<file path="src/rtl/sbe_pkg.sv">
`timescale 1ns/1ps
// Package: shared widths and the primary sub-block tables of the encoder.
// Assumes the standard 8b/10b code space; tables hold negative-start forms.
package sbe_pkg;
    localparam int BYTE_W = 8;
    localparam int X_W    = 5;
    localparam int Y_W    = BYTE_W - X_W;
    localparam int SB6_W  = 6;
    localparam int SB4_W  = 4;
    localparam int CODE_W = SB6_W + SB4_W;

    localparam logic [SB6_W-1:0] K28_SB6 = 6'b001111;
    localparam logic [SB4_W-1:0] ALT7_SB4 = 4'b0111;

    // Negative-start 6-bit form for data x, bit order a,b,c,d,e,i.
    function automatic logic [SB6_W-1:0] sb6_neg(input logic [X_W-1:0] x);
        case (x)
            5'd0:  sb6_neg = 6'b100111;  5'd1:  sb6_neg = 6'b011101;
            5'd2:  sb6_neg = 6'b101101;  5'd3:  sb6_neg = 6'b110001;
            5'd4:  sb6_neg = 6'b110101;  5'd5:  sb6_neg = 6'b101001;
            5'd6:  sb6_neg = 6'b011001;  5'd7:  sb6_neg = 6'b111000;
            5'd8:  sb6_neg = 6'b111001;  5'd9:  sb6_neg = 6'b100101;
            5'd10: sb6_neg = 6'b010101;  5'd11: sb6_neg = 6'b110100;
            5'd12: sb6_neg = 6'b001101;  5'd13: sb6_neg = 6'b101100;
            5'd14: sb6_neg = 6'b011100;  5'd15: sb6_neg = 6'b010111;
            5'd16: sb6_neg = 6'b011011;  5'd17: sb6_neg = 6'b100011;
            5'd18: sb6_neg = 6'b010011;  5'd19: sb6_neg = 6'b110010;
            5'd20: sb6_neg = 6'b001011;  5'd21: sb6_neg = 6'b101010;
            5'd22: sb6_neg = 6'b011010;  5'd23: sb6_neg = 6'b111010;
            5'd24: sb6_neg = 6'b110011;  5'd25: sb6_neg = 6'b100110;
            5'd26: sb6_neg = 6'b010110;  5'd27: sb6_neg = 6'b110110;
            5'd28: sb6_neg = 6'b001110;  5'd29: sb6_neg = 6'b101110;
            5'd30: sb6_neg = 6'b011110;  default: sb6_neg = 6'b101011;
        endcase
    endfunction

    // Negative-start 4-bit primary form for y, bit order f,g,h,j.
    function automatic logic [SB4_W-1:0] sb4_neg(input logic [Y_W-1:0] y);
        case (y)
            3'd0: sb4_neg = 4'b1011;  3'd1: sb4_neg = 4'b1001;
            3'd2: sb4_neg = 4'b0101;  3'd3: sb4_neg = 4'b1100;
            3'd4: sb4_neg = 4'b1101;  3'd5: sb4_neg = 4'b1010;
            3'd6: sb4_neg = 4'b0110;  default: sb4_neg = 4'b1110;
        endcase
    endfunction
endpackage

</file>
<file path="src/rtl/sbe_k_check.sv">
`timescale 1ns/1ps
// Control legality check: flags which of the twelve control groups a byte is.
// Assumes byte split x = bits [4:0], y = bits [7:5].
module sbe_k_check
    import sbe_pkg::*;
(
    input  logic [BYTE_W-1:0] byte_i,
    input  logic              ctrl_i,
    output logic              k_ok_o,
    output logic              k28_o,
    output logic              k_err_o
);
    logic [X_W-1:0] x;
    logic [Y_W-1:0] y;
    logic           legal;

    // Decide whether the requested control byte is one of the legal twelve.
    always_comb begin
        x      = byte_i[X_W-1:0];
        y      = byte_i[BYTE_W-1:X_W];
        legal  = (x == 5'd28) ||
                 ((y == 3'd7) && ((x == 5'd23) || (x == 5'd27) ||
                                  (x == 5'd29) || (x == 5'd30)));
        k_ok_o  = ctrl_i && legal;
        k28_o   = ctrl_i && (x == 5'd28);
        k_err_o = ctrl_i && !legal;
    end
endmodule

</file>
<file path="src/rtl/sbe_enc6.sv">
`timescale 1ns/1ps
// 5b/6b sub-encoder: picks the 6-bit form from the starting disparity and
// reports the disparity left behind. rd 1 = positive.
module sbe_enc6
    import sbe_pkg::*;
(
    input  logic [X_W-1:0]   x_i,
    input  logic             k28_i,
    input  logic             rd_i,
    output logic [SB6_W-1:0] sb6_o,
    output logic             rd_o
);
    logic [SB6_W-1:0] base;
    logic             swap;

    // Choose the base form and complement it from positive disparity where needed.
    always_comb begin
        base  = k28_i ? K28_SB6 : sb6_neg(x_i);
        swap  = ($countones(base) != 3) || (!k28_i && (x_i == 5'd7));
        sb6_o = (rd_i && swap) ? ~base : base;
        rd_o  = ($countones(sb6_o) == 3) ? rd_i : ($countones(sb6_o) == 4);
    end
endmodule

</file>
<file path="src/rtl/sbe_enc4.sv">
`timescale 1ns/1ps
// 3b/4b sub-encoder: primary/alternate selection for y = 7, polarity choice
// from the disparity after the 6-bit part, and control-group neutral swaps.
module sbe_enc4
    import sbe_pkg::*;
(
    input  logic [X_W-1:0]   x_i,
    input  logic [Y_W-1:0]   y_i,
    input  logic             k_i,
    input  logic             rd_i,
    output logic [SB4_W-1:0] sb4_o,
    output logic             rd_o
);
    logic             alt;
    logic             swap;
    logic             kswap;
    logic [SB4_W-1:0] base;

    // Pick the 4-bit form and its polarity, then track disparity.
    always_comb begin
        alt   = (y_i == 3'd7) &&
                (k_i ||
                 (!rd_i && ((x_i == 5'd17) || (x_i == 5'd18) || (x_i == 5'd20))) ||
                 ( rd_i && ((x_i == 5'd11) || (x_i == 5'd13) || (x_i == 5'd14))));
        base  = alt ? ALT7_SB4 : sb4_neg(y_i);
        swap  = rd_i && (($countones(base) != 2) || (y_i == 3'd3));
        kswap = k_i && !rd_i &&
                ((y_i == 3'd1) || (y_i == 3'd2) || (y_i == 3'd5) || (y_i == 3'd6));
        sb4_o = (swap || kswap) ? ~base : base;
        rd_o  = ($countones(sb4_o) == 2) ? rd_i : ($countones(sb4_o) == 3);
    end
endmodule

</file>
<file path="src/rtl/byte_symbol_encoder.sv">
`timescale 1ns/1ps
// Top: one byte per clock into a registered 10-bit group with running
// disparity tracking and a per-byte disparity override.
// Assumes all qualifiers are valid together with in_byte when in_vld is high.
module byte_symbol_encoder
    import sbe_pkg::*;
(
    input  logic              clk,
    input  logic              rst_n,
    input  logic              in_vld,
    input  logic [BYTE_W-1:0] in_byte,
    input  logic              in_ctrl,
    input  logic              in_force,
    input  logic              in_dispval,
    output logic              out_vld,
    output logic [CODE_W-1:0] out_code,
    output logic              out_rd,
    output logic              out_kerr
);
    logic             k_ok, k28, k_err;
    logic             rd_start, rd_mid, rd_end;
    logic [SB6_W-1:0] sb6;
    logic [SB4_W-1:0] sb4;

    sbe_k_check u_kchk (
        .byte_i (in_byte),
        .ctrl_i (in_ctrl),
        .k_ok_o (k_ok),
        .k28_o  (k28),
        .k_err_o(k_err)
    );

    // Starting disparity: override when forced, else the tracked value.
    always_comb rd_start = in_force ? !in_dispval : out_rd;

    sbe_enc6 u_enc6 (
        .x_i  (in_byte[X_W-1:0]),
        .k28_i(k28),
        .rd_i (rd_start),
        .sb6_o(sb6),
        .rd_o (rd_mid)
    );

    sbe_enc4 u_enc4 (
        .x_i  (in_byte[X_W-1:0]),
        .y_i  (in_byte[BYTE_W-1:X_W]),
        .k_i  (k_ok),
        .rd_i (rd_mid),
        .sb4_o(sb4),
        .rd_o (rd_end)
    );

    // Output register: capture group and disparity on valid, hold otherwise.
    always_ff @(posedge clk) begin
        if (!rst_n) begin
            out_vld  <= 1'b0;
            out_code <= '0;
            out_rd   <= 1'b0;
            out_kerr <= 1'b0;
        end else begin
            out_vld <= in_vld;
            if (in_vld) begin
                out_code <= {sb6, sb4};
                out_rd   <= rd_end;
                out_kerr <= k_err;
            end
        end
    end
endmodule

</file>
<file path="config.mk">
export PLATFORM = sky130hd
export DESIGN_NAME = byte_symbol_encoder
export DESIGN_NICKNAME = d
export VERILOG_FILES = /design/src/rtl/sbe_pkg.sv /design/src/rtl/sbe_k_check.sv /design/src/rtl/sbe_enc6.sv /design/src/rtl/sbe_enc4.sv /design/src/rtl/byte_symbol_encoder.sv
export SDC_FILE = /design/constraint.sdc
export NUM_CORES = 1
export LEC_CHECK = 0
export BUFFER_PORTS_ARGS = -buffer_cell sky130_fd_sc_hd__buf_4
export CORE_MARGIN = 2
export CORE_UTILIZATION = 39
export CTS_CLUSTER_SIZE = 12
export DETAILED_ROUTE_END_ITERATION = 12
export GPL_TIMING_DRIVEN = 0
export PLACE_DENSITY = 0.55
export REMOVE_ABC_BUFFERS = 1
export SLEW_MARGIN = 20
export SYNTH_ARGS = -nofsm -noshare
export SYNTH_HDL_FRONTEND = slang
export SYNTH_HIERARCHICAL = 1
export SYNTH_SLANG_ARGS = --single-unit
</file>
<file path="constraint.sdc">
create_clock -name clk -period 27.2 [get_ports clk]
set_input_delay 8.16 -clock clk [delete_from_list [all_inputs] [get_ports clk]]
set_output_delay 8.16 -clock clk [all_outputs]
set_load 0.03 [all_outputs]
</file>
After elaboration in Yosys (flattened, before gate mapping) --
Memory sizes are Yosys's and may differ from the RTL's. Cells that the tools add are included.
Word-level totals: bits in read-only memories 192, memory bits (writable) 0, bits in latches 0, input port bits 14, register bits 13, output and inout bits 13, memories 1, word-level logic and storage cells 89
Memories:
- (no name shown) | depth 32, bits a word 6, rd ports 1, clocked after Yosys merged registers in 0, wr ports 0, line sbe_pkg.sv:17 | case (x)
Operators by class: multiplexer cells 8, shift-type cells 0, bitwise operators 2, add/subtract/negate cells 16, reductions and logical operators 33, divide/modulo/power cells 0, $lt $le $gt $ge 0, multiply operators 0, equal/unequal tests 25
Operators by type and width (count):
- $add 32x32->32 | 6
- $eq 32x3->1 const B | 3
- $ne 32x3->1 const B | 2
- $eq 5x5->1 const B | 8
- $eq 32x4->1 const B | 1
- $pmux 4 s7 | 1
- $add 1x1->2 | 10
- $logic_or 1x1->1 | 16
- $eq 5x4->1 const B | 3
- $eq 3x3->1 const B | 4
- $logic_and 1x1->1 | 12
- $mux 6 | 2
- $mux 4 | 2
- $eq 3x2->1 const B | 2
- $not 6->6 | 1
- $eq 5x3->1 const B | 1
- $logic_not 1->1 | 4
- $not 4->4 | 1
- $eq 3x1->1 const B | 1
- $logic_not 3->1 | 1
- $mux 1 | 3

Longest topological paths before layout --
Gate-level depths: netlist (run 1).
word-level depth 32, mapped depth 44, gate-level depth less buffers 44

Cells and area by module --
Netlist (run 1), hierarchy kept.
By module, submodules not included:
- sbe_enc6 | area an instance 804.5 µm², cells each 95, times used 1
- byte_symbol_encoder | area an instance 506.7 µm², cells each 43, times used 1
- sbe_enc4 | area an instance 360.3 µm², cells each 49, times used 1
- sbe_k_check | area an instance 68.8 µm², cells each 11, times used 1

Worst setup path before layout (run 1) --
No wires, ideal clock.
path type input port to flip-flop, start input in_byte[1], end register out_rd, stages on the path 42, arrival time 16.817 ns, path buffers 0, slack 10.318 ns, required time 27.135 ns, cells stage by stage nor2_1 > nand4_1 > nor2_1 > nor2_4 > o311ai_1 > inv_1 > fa_1 > fa_1 > inv_1 > ha_1 > inv_1 > fa_1 > nand3b_1 > a22oi_4 > xor2_1 > ha_1 > inv_1 > fa_1 > (+6 left out) > or4b_1 > a21oi_2 > o311ai_1 > nand2_2 > inv_1 > fa_1 > inv_1 > ha_1 > ha_1 > o211ai_1 > mux2_2 > xnor2_1 > ha_1 > ha_1 > ha_1 > nor3b_1 > mux2i_1 > nor2b_1
On the way: longest elaborated chain between the ends 32, elaborated cells on any way between the ends 69, those cells by class 16 x add/sub; 18 x eq/ne; 6 x mux; 2 x bitwise; 26 x reduce/logical; 1 x memory
RTL lines:
- from (decl) | line byte_symbol_encoder.sv:11 | input logic [BYTE_W-1:0] in_byte,
- $eq 5x5->1 * | line sbe_k_check.sv:25 | k28_o = ctrl_i && (x == 5'd28);
- $logic_and 1x1->1 * | line sbe_k_check.sv:25
- net k28 | line byte_symbol_encoder.sv:20 | logic k_ok, k28, k_err;
- $mux 6 | line sbe_enc6.sv:18 | base = k28_i ? K28_SB6 : sb6_neg(x_i);
- $add 1x1->2 (not written as such) | line sbe_enc6.sv:19 | swap = ($countones(base) != 3) || (!k28_i && (x_i == 5'd7));
- $add 32x32->32 (not written as such) (2 in series) | line sbe_enc6.sv:19
- $ne 32x3->1 | line sbe_enc6.sv:19
- $logic_or 1x1->1 | line sbe_enc6.sv:19
- (+2 left out)
- net sb6[3] | line byte_symbol_encoder.sv:22 | logic [SB6_W-1:0] sb6;
- (+5 left out)
- net rd_mid | line byte_symbol_encoder.sv:21 | logic rd_start, rd_mid, rd_end;
- (+11 left out)
- $logic_or 1x1->1 | line sbe_enc4.sv:29 | sb4_o = (swap || kswap) ? ~base : base;
- $mux 4 * | line sbe_enc4.sv:29
- net sb4[3] | line byte_symbol_encoder.sv:23 | logic [SB4_W-1:0] sb4;
- $add 1x1->2 (not written as such) * | line sbe_enc4.sv:30 | rd_o = ($countones(sb4_o) == 2) ? rd_i : ($countones(sb4_o) == 3);
- $add 32x32->32 (not written as such) * | line sbe_enc4.sv:30
- $eq 32x3->1 | line sbe_enc4.sv:30
- $mux 1 * | line sbe_enc4.sv:30
- net rd_end | line byte_symbol_encoder.sv:21
- to (signal assigned) | line byte_symbol_encoder.sv:64 | out_rd <= rd_end;
- to (decl) | line byte_symbol_encoder.sv:17 | output logic out_rd,
Mark *: on every way through the listed nets, which the timed path passes. The rest lies on a longest branch. A chain may end at the register's enable or synchronous reset.

Final worst setup path (run 1) --
start input in_byte[3], end register out_rd
Same word-level chain as after synthesis.

==> results of run 1 <==
[per-layer routing]
| layer | global-route usage [%] | part of all wire, % | vias up |
|---|---|---|---|
| met5 | 0 | 0 | - |
| li1 | - | - | 728 |
| met4 | 1.26 | 0.36 | 0 |
| met3 | 2.71 | 2.5 | 2 |
| met1 | 18.5 | 50 | 634 |
| met2 | 20.4 | 47 | 14 |
[area by class of cell]
type | count | area, um^2 | area share (%)
well taps | 52 | 65.1 | 3.31
repair buffers | 26 | 195 | 9.94
clock buffers | 4 | 45.0 | 2.29
flip-flops and latches | 13 | 260 | 13.2
inverters | 21 | 78.8 | 4.01
multi-input cells | 156 | 1320 | 67.2
[critical path, delay by kind of cell]
family,cells,cell delay (ns)
fa+ha+maj,14,4.67
simple gates,12,2.39
compound gates,5,0.98
mux,2,0.45
xor+xnor,2,0.38
buf+inv,8,0.69
[state kept, by name, indices dropped and copies added (netlist names)]
register and cells:
out_rd 1, out_kerr 1, out_vld 1, out_code 10
[stage by stage]
step	area, um^2	instances	hold slack (ns)	setup slack [ns]	power, mW
floorplan	1660	190	0.640	10.32	0.106
global placement	1920	268	0.498	9.36	0.130
detailed placement	1920	268	0.509	9.29	0.132
CTS	1960	272	0.523	9.55	0.149
global route	1960	272	0.538	8.98	0.163
finish	1960	272	0.514	9.64	0.146
[placed cells by master (no fill, tap or decap), types with 2 or more instances in the layout]
| master | count |
|---|---|
| sky130_fd_sc_hd__or2b_1 | 2 |
| sky130_fd_sc_hd__nand4b_1 | 2 |
| sky130_fd_sc_hd__ha_1 | 18 |
| sky130_fd_sc_hd__a21o_1 | 3 |
| sky130_fd_sc_hd__nand3_1 | 2 |
| sky130_fd_sc_hd__dfxtp_1 | 13 |
| sky130_fd_sc_hd__nor2_1 | 15 |
| sky130_fd_sc_hd__mux2_2 | 2 |
| sky130_fd_sc_hd__nor3b_1 | 2 |
| sky130_fd_sc_hd__nand4_1 | 2 |
| sky130_fd_sc_hd__or2_1 | 2 |
| sky130_fd_sc_hd__nand2_1 | 11 |
| sky130_fd_sc_hd__buf_4 | 26 |
| sky130_fd_sc_hd__a31oi_1 | 2 |
| sky130_fd_sc_hd__mux2i_1 | 13 |
| sky130_fd_sc_hd__clkbuf_8 | 3 |
| sky130_fd_sc_hd__o311ai_1 | 2 |
| sky130_fd_sc_hd__o221ai_1 | 2 |
| sky130_fd_sc_hd__fa_1 | 6 |
| sky130_fd_sc_hd__xnor2_1 | 11 |
| sky130_fd_sc_hd__xor2_1 | 6 |
| sky130_fd_sc_hd__a21oi_1 | 5 |
| sky130_fd_sc_hd__a211o_1 | 2 |
| sky130_fd_sc_hd__nand3b_1 | 2 |
| sky130_fd_sc_hd__inv_1 | 21 |
| sky130_fd_sc_hd__or3_1 | 2 |
| sky130_fd_sc_hd__o21ai_1 | 3 |
| sky130_fd_sc_hd__nor2b_1 | 14 |
[worst paths after layout]
| path | startpoint | slack [ns] | end |
|---|---|---|---|
| max | in_byte[3] | 9.64 | out_rd |
| min | out_code[0] | 0.51 | out_code[0] |
| max reg2reg | out_rd | 20.28 | out_rd |
| min reg2reg | out_code[0] | 0.51 | out_code[0] |
[cell families after synthesis]
kind of cell	count (synthesis)	share of synthesized area, %
AO/OA/AOI/OAI	31	16.0
multiplexers	15	8.77
flip-flops	13	15.0
AND/OR/NAND/NOR	68	22.1
XOR/XNOR	17	8.55
buffers and inverters	29	9.20
adder cells (fa/ha/maj)	25	20.4
[power breakdown]
part / internal [mW] / total, mW / switching (mW)
combinational: 0.0458 / 0.103 / 0.0575
sequential: 0.0240 / 0.0263 / 0.00227
clock: 0.0103 / 0.0166 / 0.00633
total: 0.0801 / 0.146 / 0.0661
==> impl_metrics.yaml, run 1 <==
setup_path:
  worst-endpoint-required_ns: 27.37
  critical_path_top_delay_cell: "sky130_fd_sc_hd__nor2_1"
  crit_path_max_fanout: 28
  timing.critical_path.arrival_ns: 17.73
  slowest_delay_ns: 0.68
  worst-setup-path-type: "input pin to flop"
  worst_r2r_path_depth: 33
  critical_path_start_type: "input pin"
  most_repeated_library_cell_on_the_critical_path: "sky130_fd_sc_hd__ha_1"
  kind_of_end_point_of_the_critical_path: "flop"
global_routing:
  largest_net_degree_at_the_start_of_global_routing: 29
  globalRouteTotalUtil_pct: 12.8
  antenna_found_initial: 0
  grt_pass1_vias: 1184
  gr-total-overflow: 0
  grt_pass1_wl_mm: 5.42
worst_hold_path:
  worst_hold_path_type: "flop to flop"
  hold_depth: 2
synthesis:
  synth-edff-count: 0
  postSynth.asyncResetShare_pct: 0
  yosysMostFrequentCell: "sky130_fd_sc_hd__inv_1"
  yosys_warnings: 6
  synth_top_cell_by_area: "sky130_fd_sc_hd__dfxtp_1"
  synth_cells: 198
  netlist-cell-type-count: 57
  synth_commonest_cells: "21 x sky130_fd_sc_hd__inv_1, 18 x sky130_fd_sc_hd__ha_1, 15 x sky130_fd_sc_hd__nor2_1"
  postSynthRegisterBits: 13
  synth_ff_type: "sky130_fd_sc_hd__dfxtp_1"
  synth.area.top_cells: "sky130_fd_sc_hd__dfxtp_1 15%, sky130_fd_sc_hd__ha_1 13%, sky130_fd_sc_hd__mux2i_1 7.5%"
  synth_sequential_area_ratio_pct: 15.0
  synth_largest_type_area_fraction_pct: 15.0
  mappedNetlistArea_um2: 1740
  post_synth.cell_area_avg_um2: 8.79
clocking:
  clk-insertion-delay-late_ns: 0.24
  post_cts_hold_buffer_count: 0
  tritoncts_clock_tree: "done"
  clkTransAtPathRegs_ns: 0.05
  cts_buffer_depth: 2
  clock_tree.root_cell: "sky130_fd_sc_hd__clkbuf_8"
  cts_inserted_buffers: 3
  cts_resized: 0
  number_of_clock_sinks_seen_by_cts: 13
  cts.repair_timing.setup_buffer_count: 0
  clock_tree.htree_level_count: 1
drt:
  detail_route.iter0.violations: 51
  firstDrtPassIters: 4
  drc: 0
  num_vias: 1378
  drt-vias-per-instance: 5.07
  antenna_left: 0
  detailed_route_wire_length_mm: 3.30
  post_drt_wl_per_cell_um: 12.1
sta:
  rsz0062_at_grt: "no"
  max_slew.worst_pin.slew_ns: 0.854
  fin_crit_sh_pct: 64.6
  final_period_minus_worst_setup_slack_ns: 17.56
  slew-limit-headroom_pct: 42.9
  max_clock_freq_mhz: 56.9
  setup_tns_ns: 0
  timing.final.max_slew_violations: 0
  report.final.hold_viol_count: 0
  setup_viol: 0
  finalClockSkew_ns: 0.00399
finish:
  final_core_utilization_pct: 45.4
  drive_gt1_share_pct: 18.6
  syn_to_final_growth_pct: 12.9
  fillCellCount: 439
  finalNetCount: 259
  antenna-diode-count: 0
placement:
  port_buffers: 26
  post-dp-hpwl_mm: 2.50
  place.gp.congestion: 0.731
outcome:
  status: "finished, final reports clean"
pwr:
  pwr_density_cell_nw_per_um2: 74.4
  largest_vdd_supply_drop_uv: 29.7
  pleak_nw: 0.915
floorplan:
  top_level_ports: 27
  placeableCoreArea_um2: 4320
  initial_core_util_pct: 40.2
  die_y_um: 70.8
  floorplan.die_area_um2: 5010
  std_cell_rows: 24
  die_width_um: 70.8
run:
  timing.max_cap.violations: 0
Power figures use the tool's default switching activity.
==> run 2, diff against run 1 <==
- PLACE_DENSITY: 0.55 -> 0.58
- clock period: 27.2 -> 15.6 ns (I/O delays scaled with it)
==> run 2 against run 1 <==
Count of clock-buffer cells in the layout stayed put. Combinational power increased by 76%. Flip-flop and latch count unchanged. Highest routed layer unchanged. Design area unchanged. Largest power group unchanged.
==> impl_metrics.yaml, run 2 (synthesis results as in run 1) <==
floorplan:
  std_cell_rows: 24
  die_y_um: 70.8
  placeableCoreArea_um2: 4320
  die_width_um: 70.8
  initial_core_util_pct: 40.2
  floorplan.die_area_um2: 5010
  top_level_ports: 27
drt:
  detail_route.iter0.violations: 35
  drc: 0
  post_drt_wl_per_cell_um: 11.9
  firstDrtPassIters: 4
  drt-vias-per-instance: 5.01
  detailed_route_wire_length_mm: 3.23
  antenna_left: 0
  num_vias: 1363
clocking:
  cts.repair_timing.setup_buffer_count: 0
  tritoncts_clock_tree: "done"
  cts_inserted_buffers: 3
  post_cts_hold_buffer_count: 0
  clock_tree.root_cell: "sky130_fd_sc_hd__clkbuf_8"
  number_of_clock_sinks_seen_by_cts: 13
  clkTransAtPathRegs_ns: 0.05
  clock_tree.htree_level_count: 1
  cts_resized: 0
  clk-insertion-delay-late_ns: 0.24
  cts_buffer_depth: 2
placement:
  place.gp.congestion: 0.728
  placement_setup_slack_ns: 1.12
  port_buffers: 26
  dp_cells: 268
  post-dp-hpwl_mm: 2.43
setup_path:
  kind_of_end_point_of_the_critical_path: "flop"
  worst_r2r_path_depth: 33
  worst-setup-path-type: "input pin to flop"
  worst-endpoint-required_ns: 15.78
  critical_path_start_type: "input pin"
  most_repeated_library_cell_on_the_critical_path: "sky130_fd_sc_hd__ha_1"
  timing.critical_path.arrival_ns: 14.32
  critical_path_top_delay_cell: "sky130_fd_sc_hd__nor2_1"
  slowest_delay_ns: 0.67
  crit_path_max_fanout: 28
sta:
  finalClockSkew_ns: 0.00100
  final.setup.worst_slack_ns: 1.46
  final_period_minus_worst_setup_slack_ns: 14.14
  fin_crit_sh_pct: 90.6
  setup_viol: 0
  setup_tns_ns: 0
  slew-limit-headroom_pct: 44.1
  max_clock_freq_mhz: 70.7
  max_slew.worst_pin.slew_ns: 0.836
  holdWs_ns: 0.516
  timing.final.max_slew_violations: 0
  report.final.hold_viol_count: 0
  rsz0062_at_grt: "no"
worst_hold_path:
  worst_hold_path_type: "flop to flop"
  hold_depth: 2
finish:
  finalNetCount: 259
  layout_commonest_cell: "sky130_fd_sc_hd__buf_4"
  antenna-diode-count: 0
  drive_gt1_share_pct: 18.6
  syn_to_final_growth_pct: 12.9
  largest_register_ffs: 10
  top_register: "out_code"
  final_cell_mix: "26 x sky130_fd_sc_hd__buf_4, 21 x sky130_fd_sc_hd__inv_1, 18 x sky130_fd_sc_hd__ha_1"
  fin_cells: 272
global_routing:
  grt_pass1_vias: 1262
  globalRouteTotalUtil_pct: 13.3
  grt_pass1_wl_mm: 5.60
  gr-total-overflow: 0
  largest_net_degree_at_the_start_of_global_routing: 29
  antenna_found_initial: 0
pwr:
  largest_vdd_supply_drop_uv: 62.8
  pleak_nw: 0.915
  totalPowerFinal_mw: 0.256
  pwr_density_cell_nw_per_um2: 130
  power.net_switching_mw: 0.116
  power.share.clock_pct: 11.6
  sw_frac_of_total_pct: 45.4
  comb_power_share_pct: 70.5
  p_int_mw: 0.140
  p_seq_share_pct: 17.9
run:
  timing.max_cap.violations: 0
outcome:
  status: "finished, final reports clean"
==> run 2: cell counts in the layout (fill, tap and decap cells not counted) <==
Identical to the previous run, type by type.
==> run 2: cell type report <==
| cell class | instances | area [um^2] |
|---|---|---|
| clock buffer | 4 | 45.0 |
| tap | 52 | 65.1 |
| multi-input combinational | 156 | 1320 |
| timing repair buffer | 26 | 195 |
| inverter | 21 | 78.8 |
| sequential | 13 | 260 |
| fill | 464 | 2360 |
==> run 2: through the flow <==
stage	cell area (um^2)	util [%]
after floorplan	1660	-
after detailed placement	1920	44.4
final	1960	45.4
after CTS	1960	45.4
after global placement	1920	44.4
after global routing	1960	45.4
==> run 2: worst paths after layout <==
| check | slack, ns | end | from |
|---|---|---|---|
| worst max-delay path | 1.46 | out_rd | in_byte[2] |
| worst min-delay path | 0.52 | out_code[3] | out_code[3] |
| worst max register to register | 8.56 | out_rd | out_rd |
| worst min register to register | 0.52 | out_code[3] | out_code[3] |
==> run 2: critical path, delay by kind of cell <==
| kind | cells | cell delay, ns |
|---|---|---|
| buf+inv | 8 | 0.66 |
| compound gates | 5 | 1.02 |
| fa+ha+maj | 14 | 4.66 |
| xor+xnor | 2 | 0.38 |
| simple gates | 12 | 2.42 |
| mux | 2 | 0.47 |
==> run 2: power by group through the flow <==
stage | Sequential, mW | Clock (mW) | Combinational, mW
after floorplan | 0.0630 | 0 | 0.122
after global placement | 0.0465 | 0 | 0.180
final | 0.0459 | 0.0298 | 0.181
after CTS | 0.0461 | 0.0307 | 0.184
after detailed placement | 0.0467 | 0 | 0.183
after global routing | 0.0472 | 0.0328 | 0.207
==> run 2: routing by layer <==
| metal | track usage [%] | wire length, um | up-vias |
|---|---|---|---|
| met1 | 18.7 | 1650 | 619 |
| met5 | 0 | 0 | - |
| met2 | 20.9 | 1430 | 18 |
| met4 | 2.10 | 23 | 0 |
| li1 | - | - | 724 |
| met3 | 3.85 | 126 | 2 |
==> run 3, diff against run 2 <==
- SYNTH_HIERARCHICAL: 1 -> unset
==> run 3 against run 2 <==
Routed wire length grew 15%. Total power shrank 27%. Core utilization grew 1.7 points. Critical path type unchanged. Critical endpoint unchanged. Largest cell class unchanged. Highest routed layer unchanged.
==> impl_metrics.yaml, run 3 <==
clocking:
  cts_buffer_depth: 2
  clock_tree.root_cell: "sky130_fd_sc_hd__clkbuf_8"
  clock_tree.htree_level_count: 1
  tritoncts_clock_tree: "done"
  cts_resized: 0
  number_of_clock_sinks_seen_by_cts: 13
  post_cts_hold_buffer_count: 0
  clkTransAtPathRegs_ns: 0.06
  clk-insertion-delay-late_ns: 0.24
  cts_inserted_buffers: 3
  cts.repair_timing.setup_buffer_count: 0
placement:
  place.gp.congestion: 0.808
  detailed_place.area_um2: 1860
  port_buffers: 26
  dp_cells: 263
  post-dp-hpwl_mm: 2.95
synthesis:
  postSynth.asyncResetShare_pct: 0
  yosysMostFrequentCell: "sky130_fd_sc_hd__ha_1"
  yosys_warnings: 0
  postSynthRegisterBits: 13
  synth_top_cell_by_area: "sky130_fd_sc_hd__dfxtp_1"
  synth_ff_type: "sky130_fd_sc_hd__dfxtp_1"
  synth_sequential_area_ratio_pct: 15.9
  mappedNetlistArea_um2: 1640
  synth.area.top_cells: "sky130_fd_sc_hd__dfxtp_1 16%, sky130_fd_sc_hd__ha_1 14%, sky130_fd_sc_hd__mux2i_1 6.7%"
  synth-edff-count: 0
  synth_largest_type_area_fraction_pct: 15.9
  synth_cells: 194
  post_synth.cell_area_avg_um2: 8.46
  netlist-cell-type-count: 58
  synth_commonest_cells: "18 x sky130_fd_sc_hd__ha_1, 17 x sky130_fd_sc_hd__inv_1, 15 x sky130_fd_sc_hd__nand2_1"
sta:
  slew-limit-headroom_pct: 57.7
  setup_tns_ns: 0
  setup_viol: 0
  fin_crit_sh_pct: 82.0
  rsz0062_at_grt: "no"
  final_period_minus_worst_setup_slack_ns: 12.79
  finalClockSkew_ns: 0.00585
  timing.final.max_slew_violations: 0
  holdWs_ns: 0.471
  max_slew.worst_pin.slew_ns: 0.624
  max_clock_freq_mhz: 78.2
  report.final.hold_viol_count: 0
setup_path:
  critical_path_start_type: "input pin"
  slowest_delay_ns: 0.49
  worst-setup-path-type: "input pin to flop"
  critical_path_top_delay_cell: "sky130_fd_sc_hd__a211oi_1"
  crit_path_max_fanout: 7
  worst-endpoint-required_ns: 15.73
  timing.critical_path.arrival_ns: 12.92
  kind_of_end_point_of_the_critical_path: "flop"
  most_repeated_library_cell_on_the_critical_path: "sky130_fd_sc_hd__ha_1"
worst_hold_path:
  worst_hold_path_type: "flop to flop"
finish:
  top_register: "out_code"
  layout_commonest_cell: "sky130_fd_sc_hd__buf_4"
  fillCellCount: 416
  final_cell_mix: "26 x sky130_fd_sc_hd__buf_4, 18 x sky130_fd_sc_hd__ha_1, 17 x sky130_fd_sc_hd__inv_1"
  syn_to_final_growth_pct: 15.9
  largest_register_ffs: 10
  drive_gt1_share_pct: 22.1
  post-route-cell-area_um2: 1900
  fin_cells: 267
  antenna-diode-count: 0
  finalNetCount: 255
floorplan:
  placeableCoreArea_um2: 4030
  std_cell_rows: 23
  die_width_um: 68.9
  initial_core_util_pct: 40.7
  floorplan.die_area_um2: 4740
  die_y_um: 68.9
  top_level_ports: 27
drt:
  detailed_route_wire_length_mm: 3.72
  post_drt_wl_per_cell_um: 13.9
  antenna_left: 0
  firstDrtPassIters: 4
  drt-vias-per-instance: 5.53
  drc: 0
  detail_route.iter0.violations: 81
  num_vias: 1476
pwr:
  pleak_nw: 0.851
  largest_vdd_supply_drop_uv: 26.2
  pwr_density_cell_nw_per_um2: 98.7
global_routing:
  antenna_found_initial: 0
  gr-total-overflow: 0
  globalRouteMet2Util_pct: 25.0
  grt_pass1_vias: 1282
  grt_busiest_layer: "met1"
  largest_net_degree_at_the_start_of_global_routing: 22
  globalRouteTotalUtil_pct: 16.9
  grt_util_met1_pct: 25.8
  grt_pass1_wl_mm: 6.07
  met3_usage_pct: 0.649
outcome:
  status: "finished, final reports clean"
run:
  timing.max_cap.violations: 0
## run 3: cell types whose count changed in the layout (fill, tap and decap cells not counted), sizes merged, moves of 3 or more
cell	change
nand3	+8
a211oi	+6
nand2	+3
inv	-3
a21o	-3
nand2b	+4
a21oi	+5
o21ai	+7
xnor2	-9
nor2b	-11
## run 3: worst max-delay path: cells and delay by family
kind / cells / cell delay [ns]
adders and majority gates: 11 / 3.47
AOI/OAI and AO/OA: 10 / 2.31
and+or+nand+nor: 12 / 1.98
buffers and inverters: 5 / 0.49
## run 3: kinds of logic after synthesis
kind of cell             count (synthesis)  synth area share, %
AO/OA/AOI/OAI                           50                 25.2
XOR/XNOR                                 7                 3.74
adder cells (fa/ha/maj)                 23                 19.8
buffers and inverters                   25                 6.71
flip-flops                              13                 15.9
multiplexers                            12                 8.09
AND/OR/NAND/NOR                         64                 20.6
## run 3: path summary, 6_finish.rpt
kind / start / slack (ns) / depth (start not counted) / to
max reg2reg: out_rd / 9.33 / 26 / out_rd
min: out_kerr / 0.47 / 2 / out_kerr
max: in_byte[0] / 2.81 / 38 / out_rd
min reg2reg: out_kerr / 0.47 / 2 / out_kerr
## run 3: power by group
| part | switching (mW) | total (mW) | internal, mW |
|---|---|---|---|
| sequential | 0.00332 | 0.0426 | 0.0393 |
| clock | 0.0117 | 0.0297 | 0.0180 |
| combinational | 0.0679 | 0.115 | 0.0473 |
| total | 0.0829 | 0.188 | 0.105 |
## run 3: final cells by class
cell class | count | area, um^2 | area share [%]
clock buffers | 4 | 45.0 | 2.37
inverters | 18 | 67.6 | 3.55
multi-input cells | 156 | 1270 | 66.8
flip-flops and latches | 13 | 260 | 13.7
well taps | 50 | 62.6 | 3.29
repair buffers | 26 | 195 | 10.3
## run 3: routing by layer
layer,vias to the layer above,part of all wire (%)
met5,-,0
met1,678,53
li1,758,-
met3,4,5.0
met4,0,1.2
met2,36,41
## run 3: per-stage QoR
step / worst slack (ns) / total power, mW / utilization (%)
6_report: 2.81 / 0.188 / 47.2
4_1_cts: 2.82 / 0.189 / 47.2
3_3_place_gp: 2.62 / 0.157 / 46.1
3_5_place_dp: 2.59 / 0.159 / 46.1
2_1_floorplan: 3.51 / 0.127 / -
5_1_grt: 2.35 / 0.204 / 47.2
